## src/rtl/fetch_line_cache_pkg.sv

```systemverilog
package fetch_line_cache_pkg;

  typedef enum logic [1:0] {
    CTRL_IDLE  = 2'd0,
    CTRL_ISSUE = 2'd1,
    CTRL_FILL  = 2'd2
  } ctrlState_e;

  typedef struct packed {
    logic latchReq;
    logic captureHit;
    logic fillWrite;
    logic lineCommit;
  } ctrlStrobe_t;

endpackage

```

## src/rtl/fetch_line_cache_datapath.sv

```systemverilog
module fetch_line_cache_datapath
  import fetch_line_cache_pkg::*;
#(
  parameter int ADDR_W = 32,
  parameter int DATA_W = 32,
  parameter int LINES  = 16,
  parameter int WORDS  = 4,
  localparam int BYTE_BITS = $clog2(DATA_W / 8),
  localparam int WORD_BITS = $clog2(WORDS),
  localparam int IDX_BITS  = $clog2(LINES),
  localparam int OFF_BITS  = BYTE_BITS + WORD_BITS,
  localparam int TAG_LO    = OFF_BITS + IDX_BITS,
  localparam int TAG_BITS  = ADDR_W - TAG_LO
) (
  input  logic                 clk,
  input  logic                 rstN,
  input  ctrlStrobe_t          strobe,
  input  logic [ADDR_W-1:0]    fetchAddr,
  input  logic [DATA_W-1:0]    memBeatData,
  input  logic [WORD_BITS-1:0] beatIdx,
  output logic                 hit,
  output logic [WORD_BITS-1:0] reqWord,
  output logic [ADDR_W-1:0]    lineBase,
  output logic [DATA_W-1:0]    hitData
);

  logic [ADDR_W-1:0]   reqAddrQ;
  logic [LINES-1:0]    validQ;
  logic [TAG_BITS-1:0] tagMem  [LINES];
  logic [DATA_W-1:0]   dataMem [LINES][WORDS];

  logic [IDX_BITS-1:0]  lookIdx;
  logic [TAG_BITS-1:0]  lookTag;
  logic [WORD_BITS-1:0] lookWord;
  logic [IDX_BITS-1:0]  fillIdx;
  logic [TAG_BITS-1:0]  fillTag;
  logic                 unusedByteBits;

  assign lookIdx  = fetchAddr[OFF_BITS +: IDX_BITS];
  assign lookTag  = fetchAddr[TAG_LO +: TAG_BITS];
  assign lookWord = fetchAddr[BYTE_BITS +: WORD_BITS];
  assign fillIdx  = reqAddrQ[OFF_BITS +: IDX_BITS];
  assign fillTag  = reqAddrQ[TAG_LO +: TAG_BITS];
  assign reqWord  = reqAddrQ[BYTE_BITS +: WORD_BITS];
  assign lineBase = {reqAddrQ[ADDR_W-1:OFF_BITS], {OFF_BITS{1'b0}}};
  assign unusedByteBits = ^{fetchAddr[BYTE_BITS-1:0], reqAddrQ[BYTE_BITS-1:0]};

  assign hit = validQ[lookIdx] && (tagMem[lookIdx] == lookTag);

  always_ff @(posedge clk or negedge rstN) begin
    if (!rstN) begin
      reqAddrQ <= '0;
      hitData  <= '0;
    end else begin
      if (strobe.latchReq)   reqAddrQ <= fetchAddr;
      if (strobe.captureHit) hitData  <= dataMem[lookIdx][lookWord];
    end
  end

  for (genvar gl = 0; gl < LINES; gl++) begin : g_line
    always_ff @(posedge clk or negedge rstN) begin
      if (!rstN) begin
        validQ[gl] <= 1'b0;
        tagMem[gl] <= '0;
      end else if (strobe.lineCommit && (fillIdx == IDX_BITS'(gl))) begin
        validQ[gl] <= 1'b1;
        tagMem[gl] <= fillTag;
      end
    end
    for (genvar gw = 0; gw < WORDS; gw++) begin : g_word
      always_ff @(posedge clk) begin
        if (strobe.fillWrite && (fillIdx == IDX_BITS'(gl)) && (beatIdx == WORD_BITS'(gw)))
          dataMem[gl][gw] <= memBeatData;
      end
    end
  end

  // A line only turns valid together with the write of its final beat.
  assert_commit_last_beat_R5: assert property (@(posedge clk) disable iff (!rstN)
    strobe.lineCommit |-> (strobe.fillWrite && beatIdx == WORD_BITS'(WORDS - 1)));

  // A hit capture and a fill write never share a cycle.
  assert_no_capture_in_fill_R7: assert property (@(posedge clk) disable iff (!rstN)
    strobe.fillWrite |-> !strobe.captureHit);

endmodule

```

## src/rtl/fetch_line_cache_ctrl.sv

```systemverilog
module fetch_line_cache_ctrl
  import fetch_line_cache_pkg::*;
#(
  parameter int WORDS = 4,
  localparam int WORD_BITS = $clog2(WORDS)
) (
  input  logic                 clk,
  input  logic                 rstN,
  input  logic                 fetchValid,
  input  logic                 hit,
  input  logic                 memBeatValid,
  input  logic [WORD_BITS-1:0] reqWord,
  output ctrlStrobe_t          strobe,
  output logic                 fetchReady,
  output logic                 memReq,
  output logic [WORD_BITS-1:0] beatIdx,
  output logic                 respValid,
  output logic                 fwdSel
);

  ctrlState_e           stateQ, stateD;
  logic [WORD_BITS-1:0] beatCntQ;
  logic                 hitRespQ;
  logic                 accept;
  logic                 lastBeat;

  assign fetchReady = (stateQ == CTRL_IDLE);
  assign accept     = fetchValid && fetchReady;
  assign memReq     = (stateQ == CTRL_ISSUE);
  assign beatIdx    = beatCntQ;
  assign lastBeat   = (beatCntQ == WORD_BITS'(WORDS - 1));
  assign fwdSel     = (stateQ == CTRL_FILL) && memBeatValid && (beatCntQ == reqWord);
  assign respValid  = hitRespQ || fwdSel;

  always_comb begin
    stateD = stateQ;
    strobe = '0;
    unique case (stateQ)
      CTRL_IDLE: begin
        if (accept) begin
          strobe.latchReq = 1'b1;
          if (hit) strobe.captureHit = 1'b1;
          else     stateD = CTRL_ISSUE;
        end
      end
      CTRL_ISSUE: stateD = CTRL_FILL;
      CTRL_FILL: begin
        if (memBeatValid) begin
          strobe.fillWrite = 1'b1;
          if (lastBeat) begin
            strobe.lineCommit = 1'b1;
            stateD = CTRL_IDLE;
          end
        end
      end
      default: stateD = CTRL_IDLE;
    endcase
  end

  always_ff @(posedge clk or negedge rstN) begin
    if (!rstN) begin
      stateQ   <= CTRL_IDLE;
      beatCntQ <= '0;
      hitRespQ <= 1'b0;
    end else begin
      stateQ   <= stateD;
      hitRespQ <= accept && hit;
      if (stateQ == CTRL_ISSUE)
        beatCntQ <= '0;
      else if (strobe.fillWrite)
        beatCntQ <= beatCntQ + WORD_BITS'(1);
    end
  end

  // Burst request is a single-cycle pulse.
  assert_single_req_R4: assert property (@(posedge clk) disable iff (!rstN)
    memReq |=> !memReq);

  // Once a burst is requested the fetch port stays closed.
  assert_ready_low_after_req_R7: assert property (@(posedge clk) disable iff (!rstN)
    memReq |=> !fetchReady);

  // A missed fetch is followed by its burst request.
  assert_miss_issues_req_R4: assert property (@(posedge clk) disable iff (!rstN)
    (accept && !hit) |=> memReq);

  // Stall cycles leave the beat counter alone.
  assert_gap_holds_count_R10: assert property (@(posedge clk) disable iff (!rstN)
    ((stateQ == CTRL_FILL) && !memBeatValid) |=> $stable(beatCntQ));

endmodule

```

## src/rtl/fetch_line_cache.sv

```systemverilog
module fetch_line_cache
  import fetch_line_cache_pkg::*;
#(
  parameter int ADDR_W = 32,
  parameter int DATA_W = 32,
  parameter int LINES  = 16,
  parameter int WORDS  = 4,
  localparam int WORD_BITS = $clog2(WORDS)
) (
  input  logic              clk,
  input  logic              rstN,
  input  logic              fetchValid,
  input  logic [ADDR_W-1:0] fetchAddr,
  output logic              fetchReady,
  output logic              respValid,
  output logic [DATA_W-1:0] respData,
  output logic              memReq,
  output logic [ADDR_W-1:0] memAddr,
  input  logic              memBeatValid,
  input  logic [DATA_W-1:0] memBeatData
);

  ctrlStrobe_t          strobe;
  logic                 hit;
  logic                 fwdSel;
  logic [WORD_BITS-1:0] reqWord;
  logic [WORD_BITS-1:0] beatIdx;
  logic [DATA_W-1:0]    hitData;

  fetch_line_cache_ctrl #(.WORDS(WORDS)) u_ctrl (
    .clk, .rstN, .fetchValid, .hit, .memBeatValid, .reqWord,
    .strobe, .fetchReady, .memReq, .beatIdx, .respValid, .fwdSel
  );

  fetch_line_cache_datapath #(
    .ADDR_W(ADDR_W), .DATA_W(DATA_W), .LINES(LINES), .WORDS(WORDS)
  ) u_dp (
    .clk, .rstN, .strobe, .fetchAddr, .memBeatData, .beatIdx,
    .hit, .reqWord, .lineBase(memAddr), .hitData
  );

  assign respData = fwdSel ? memBeatData : hitData;

  // Accepted hit answers in the next cycle.
  assert_hit_latency_R3: assert property (@(posedge clk) disable iff (!rstN)
    (fetchValid && fetchReady && hit) |=> (respValid && !memReq));

  // Forwarded word comes straight from the bus beat.
  assert_forward_data_R6: assert property (@(posedge clk) disable iff (!rstN)
    (respValid && !fetchReady) |-> (memBeatValid && respData == memBeatData));

endmodule

```

## config.mk

```make
export PLATFORM = sky130hd
export DESIGN_NAME = fetch_line_cache
export DESIGN_NICKNAME = d
export VERILOG_FILES = /design/src/rtl/fetch_line_cache_pkg.sv /design/src/rtl/fetch_line_cache_datapath.sv /design/src/rtl/fetch_line_cache_ctrl.sv /design/src/rtl/fetch_line_cache.sv
export SDC_FILE = /design/constraint.sdc
export NUM_CORES = 2
export LEC_CHECK = 0
export BUFFER_PORTS_ARGS = -buffer_cell sky130_fd_sc_hd__buf_4
export CAP_MARGIN = 0
export CORE_UTILIZATION = 40
export CTS_BUF_LIST = sky130_fd_sc_hd__clkbuf_8 sky130_fd_sc_hd__clkbuf_16
export DETAILED_ROUTE_END_ITERATION = 12
export PLACE_DENSITY_LB_ADDON = 0.05
export SKIP_CTS_REPAIR_TIMING = 1
export SYNTH_ARGS = -nofsm -noshare
export SYNTH_HDL_FRONTEND = slang
export SYNTH_SLANG_ARGS = --single-unit
```

## constraint.sdc

```tcl
create_clock -name clk -period 3.3 [get_ports clk]
set_clock_uncertainty 0.1 [all_clocks]
set_input_delay 0.495 -clock clk [delete_from_list [all_inputs] [get_ports clk]]
set_output_delay 0.495 -clock clk [all_outputs]
set_load 0.1 [all_outputs]
```

==> flow_results.org <==
** Global route
- The initial antenna violation count was 20.
- For this run, the total global-route usage over all layers was measured as 0.239.
- Entering global routing, the biggest net connects between 100 and 150 pins.
- The first global-routing pass estimated between 400 and 500 mm of wire.
- The number of global-route vias before repair was 51.1k.
- Overflow left after global routing :: 0

** Die
- Pin placement for this block handled between 100 and 150 I/O pins.
- In this run the horizontal extent of the chip is between 500 and 600 µm.
- Placeable Area :: around 250000 µm²
- Full die area :: 251000 µm²
- Number of rows in the core area :: about 180
- Die Height :: 501 µm
- The initial utilization of the core area, before any placement, comes to 0.403.

** STA
- Dividing the final minimum period by the clock period gives 1.09.
- Setup repair after global routing missed its margin :: true
- The final max-slew violation count is 0.
- Highest attainable clock frequency :: about 280 MHz
- Total of endpoints with negative setup slack in the final report :: 54
- At the pin with the least slew margin, the transition time is roughly 1000 ps.
- In this run the tightest slew margin relative to its limit is 0.310.
- Worst setup slack after layout :: -285 ps
- Final period demand of the worst path :: 3590 ps
- Final hold violations :: 0

** Synth
- Of the post-synthesis cell area, the dominant cell type holds 0.618.
- Most area-consuming cells after synthesis :: edfxtp_1 62%, mux4_2 17%, dfrtp_1 12%, mux2_2 5.3%, mux2i_1 0.70%
- In the post-synthesis netlist, the cell with the most instances is edfxtp_1.
- Sequential area share after synthesis :: 0.736
- Netlist area before placement :: approximately 100000 µm²
- Synthesis warning total :: 0
- Number of synthesized register bits :: 2515
- Avg Inst Size Synth :: between 20 and 25 µm²
- Number of enable-type register cells in the synthesized netlist :: around 2.0k
- The cell count after synthesis came out at 4475.
- For this run, asynchronously set or reset flops after synthesis account for 0.186.
- The most used flip-flop cell after synthesis is edfxtp_1.
- Of all cell types, the one taking the most synthesized area is edfxtp_1.
- Top cells by count, synth :: 2048 x edfxtp_1, 743 x mux4_2, 467 x dfrtp_1
- After synthesis, the netlist uses 56 different library cells.

** Drt
- Number of vias after detailed routing :: 49.3k
- Violation count after the first detailed-routing iteration :: ~5.1k
- Dividing the detail-routed wire length by the instance count gives about 35 µm.
- For this run, design rule violations remaining after detail routing come to 0.
- Ratio of routed vias to standard cells :: between 5 and 6
- Summed over all layers, the routed wires come to around 300 mm.
- Final ANT Viol Nets :: 0
- For this run, the detailed router's first-pass iteration total came to 6.

** Run status
- The checks that failed: negative setup slack.
- Status :: finished, violations left

** Clocking
- Clock sink count :: 2515
- Clock tree from TritonCTS :: done
- The later pin in the worst-skew pair is clocked with a latency of between 900 and 1000 ps.
- No sink is reached through more buffers than the 4 on the longest clock path.
- Buffers inserted during clock tree synthesis total ~290.
- Number of levels in the clock H-tree :: 5
- Clock tree synthesis selected as its root buffer the cell clkbuf_16.
- After clock tree synthesis, the clock-pin slew on the worst setup and hold paths is 60 ps.

** Setup path
- Startpoint kind of the worst setup timing path :: flip-flop
- Along the worst path, the maximum fanout reaches 8.
- The worst setup path is captured at a flip-flop.
- Data arrival time at the worst-slack endpoint :: 4290 ps
- Worst flop-to-flop path startpoint :: u_dp.tagMem[109]$_DFFE_PN0P_
- STA puts the critical path data required time at about 4000 ps.
- The critical path is of the reg -> reg type.
- Reg2Reg Setup Slack :: -290 ps
- Worst reg-to-reg path cell count :: 10
- Endpoint of the lowest-slack register-to-register path :: u_dp.hitData[15]$_DFFE_PN0P_

** Pwr
- Leakage power total :: roughly 42 nW
- Power spread over the standard cell area amounts to about 630 nW/µm².
- VDD sags by at most 0.000634 V.
- Logic pwr share :: 0.107
- Clock network fraction of design power :: 0.407
- Of the total power, registers draw 0.487.
- Internal power summed over all cells :: about 56 mW
- The analysis attributes to net switching a power of around 19 mW.
- Pwr Total :: roughly 75 mW
- Switching part of the total :: 0.249

** Finish
- From synthesis to final layout, the design area changed by 20.0%.
- Fin nets :: 5201
- At the end of the flow the core is filled with cells to 0.484.
- After routing the design area is 119000 µm².
- Of the cells placed in the final design, the portion with a size suffix greater than 1 is 0.429.

** Placement
- Detailed placement finished with a half-perimeter wire length of 176 mm.
- Area post-placement :: 109000 µm²
- Buffers on Ports :: about 130
- Final GP Congestion :: around 0.77

** Worst hold path
- Min-Delay Path Depth :: 3
- In this run the most critical hold path is launched from fetchAddr[31].
- Class of the tightest hold or removal check :: in -> reg
- End point of the most critical hold path :: u_dp.reqAddrQ[31]$_DFFE_PN0P_

** Flow run
- The tool flagged a number of max-cap violations equal to 0.
logic make-up after synthesis:
group | count (synthesis) | synth area share
xor gates and xnor gates | 26 | 0.00229
DFF | 2515 | 0.736
other | 1 | 0.0000377
AOI/OAI and AO/OA | 76 | 0.00542
adders and majority gates | 4 | 0.000503
buffers and inverters | 292 | 0.0142
and+or+nand+nor | 283 | 0.0140
muxes | 1278 | 0.228
final cells by class:
type / count / area (µm²)
Fill cell: 20100 / 127000
Multi-Input combinational cell: 1671 / 25200
Clock inverter: 182 / 1240
Timing Repair Buffer: 631 / 7810
Inverter: 19 / 72.6
Tap cell: 3312 / 4140
Clock buffer: 312 / 7630
Antenna cell: 6 / 15.0
Sequential cell: 2515 / 73200
stage by stage:
step / TNS [ps] / hold WS [ps] / instances / worst slack, ps
after detailed placement: -31430 / 348 / 8097 / -982
final: -10020 / 10.2 / 8648 / -285
after floorplan: -1640 / 99.4 / 4478 / -79.4
after global routing: -15570 / 26.5 / 8644 / -364
after global placement: -33020 / 344 / 8097 / -1030
after CTS: -31060 / -499 / 8591 / -624
worst max-delay path, stage by stage (launching register included):
cell and delay [ps]:
dfrtp_1 390, mux4_2 470, mux4_2 540, xnor2_4 250
o31ai_2 120, a211oi_2 210, nand4_1 140, and4b_2 430
buf_12 230, clkbuf_16 210, mux2_2 330
cell usage in the layout (no fill, tap or decap), drive strengths merged, types with 15 or more instances in the layout:
cell type,netlist,final
a22oi,15,15
mux4,743,743
nor2,30,30
buf,142,595
bufinv,0,17
edfxtp,2048,2048
dlygate4sd3,0,30
nand2b,15,15
clkinv,1,92
nand2,122,122
inv,18,88
mux2i,70,70
o21ai,17,17
and2,59,59
mux2,465,465
dfrtp,467,467
clkbuf,131,318
registers in the layout, summed over array words and instances (netlist names):
signal           count
u_dp.tagMem        384
u_ctrl.stateQ        2
u_dp.validQ         16
u_dp.dataMem      2048
u_dp.hitData        32
u_ctrl.beatIdx       2
u_ctrl.hitRespQ      1
u_dp.reqAddrQ       30
how the worst max path moves through the flow:
stage,start,endpoint,cells past startpoint
detailed placement,fetchAddr[5],u_dp.hitData[9]$_DFFE_PN0P_,13
CTS,u_ctrl.stateQ[1]$_DFFE_PN0P_,respData[17],6
floorplan,fetchAddr[4],u_dp.hitData[12]$_DFFE_PN0P_,11
finish,u_dp.tagMem[109]$_DFFE_PN0P_,u_dp.hitData[15]$_DFFE_PN0P_,10
global route,u_dp.tagMem[102]$_DFFE_PN0P_,u_dp.hitData[8]$_DFFE_PN0P_,9
global placement,fetchAddr[5],u_dp.hitData[5]$_DFFE_PN0P_,13
power by group through the flow:
stage          registers, mW  clock network (mW)  logic, mW
4_1_cts                 36.4                31.1       7.57
2_1_floorplan           37.5                   0       3.78
5_1_grt                 36.5                32.3       8.38
6_report                36.4                30.4       7.97
3_5_place_dp            37.0                   0       7.56
3_3_place_gp            37.0                   0       7.51
per-layer routing:
metal,up-vias,share of wire,GRT usage
met4,2,0.017,0.0470
met5,-,0.000037,0
met1,27500,0.45,0.350
met3,343,0.051,0.0344
li1,19900,-,-
met2,1489,0.48,0.383
Power figures use the tool's default switching activity.
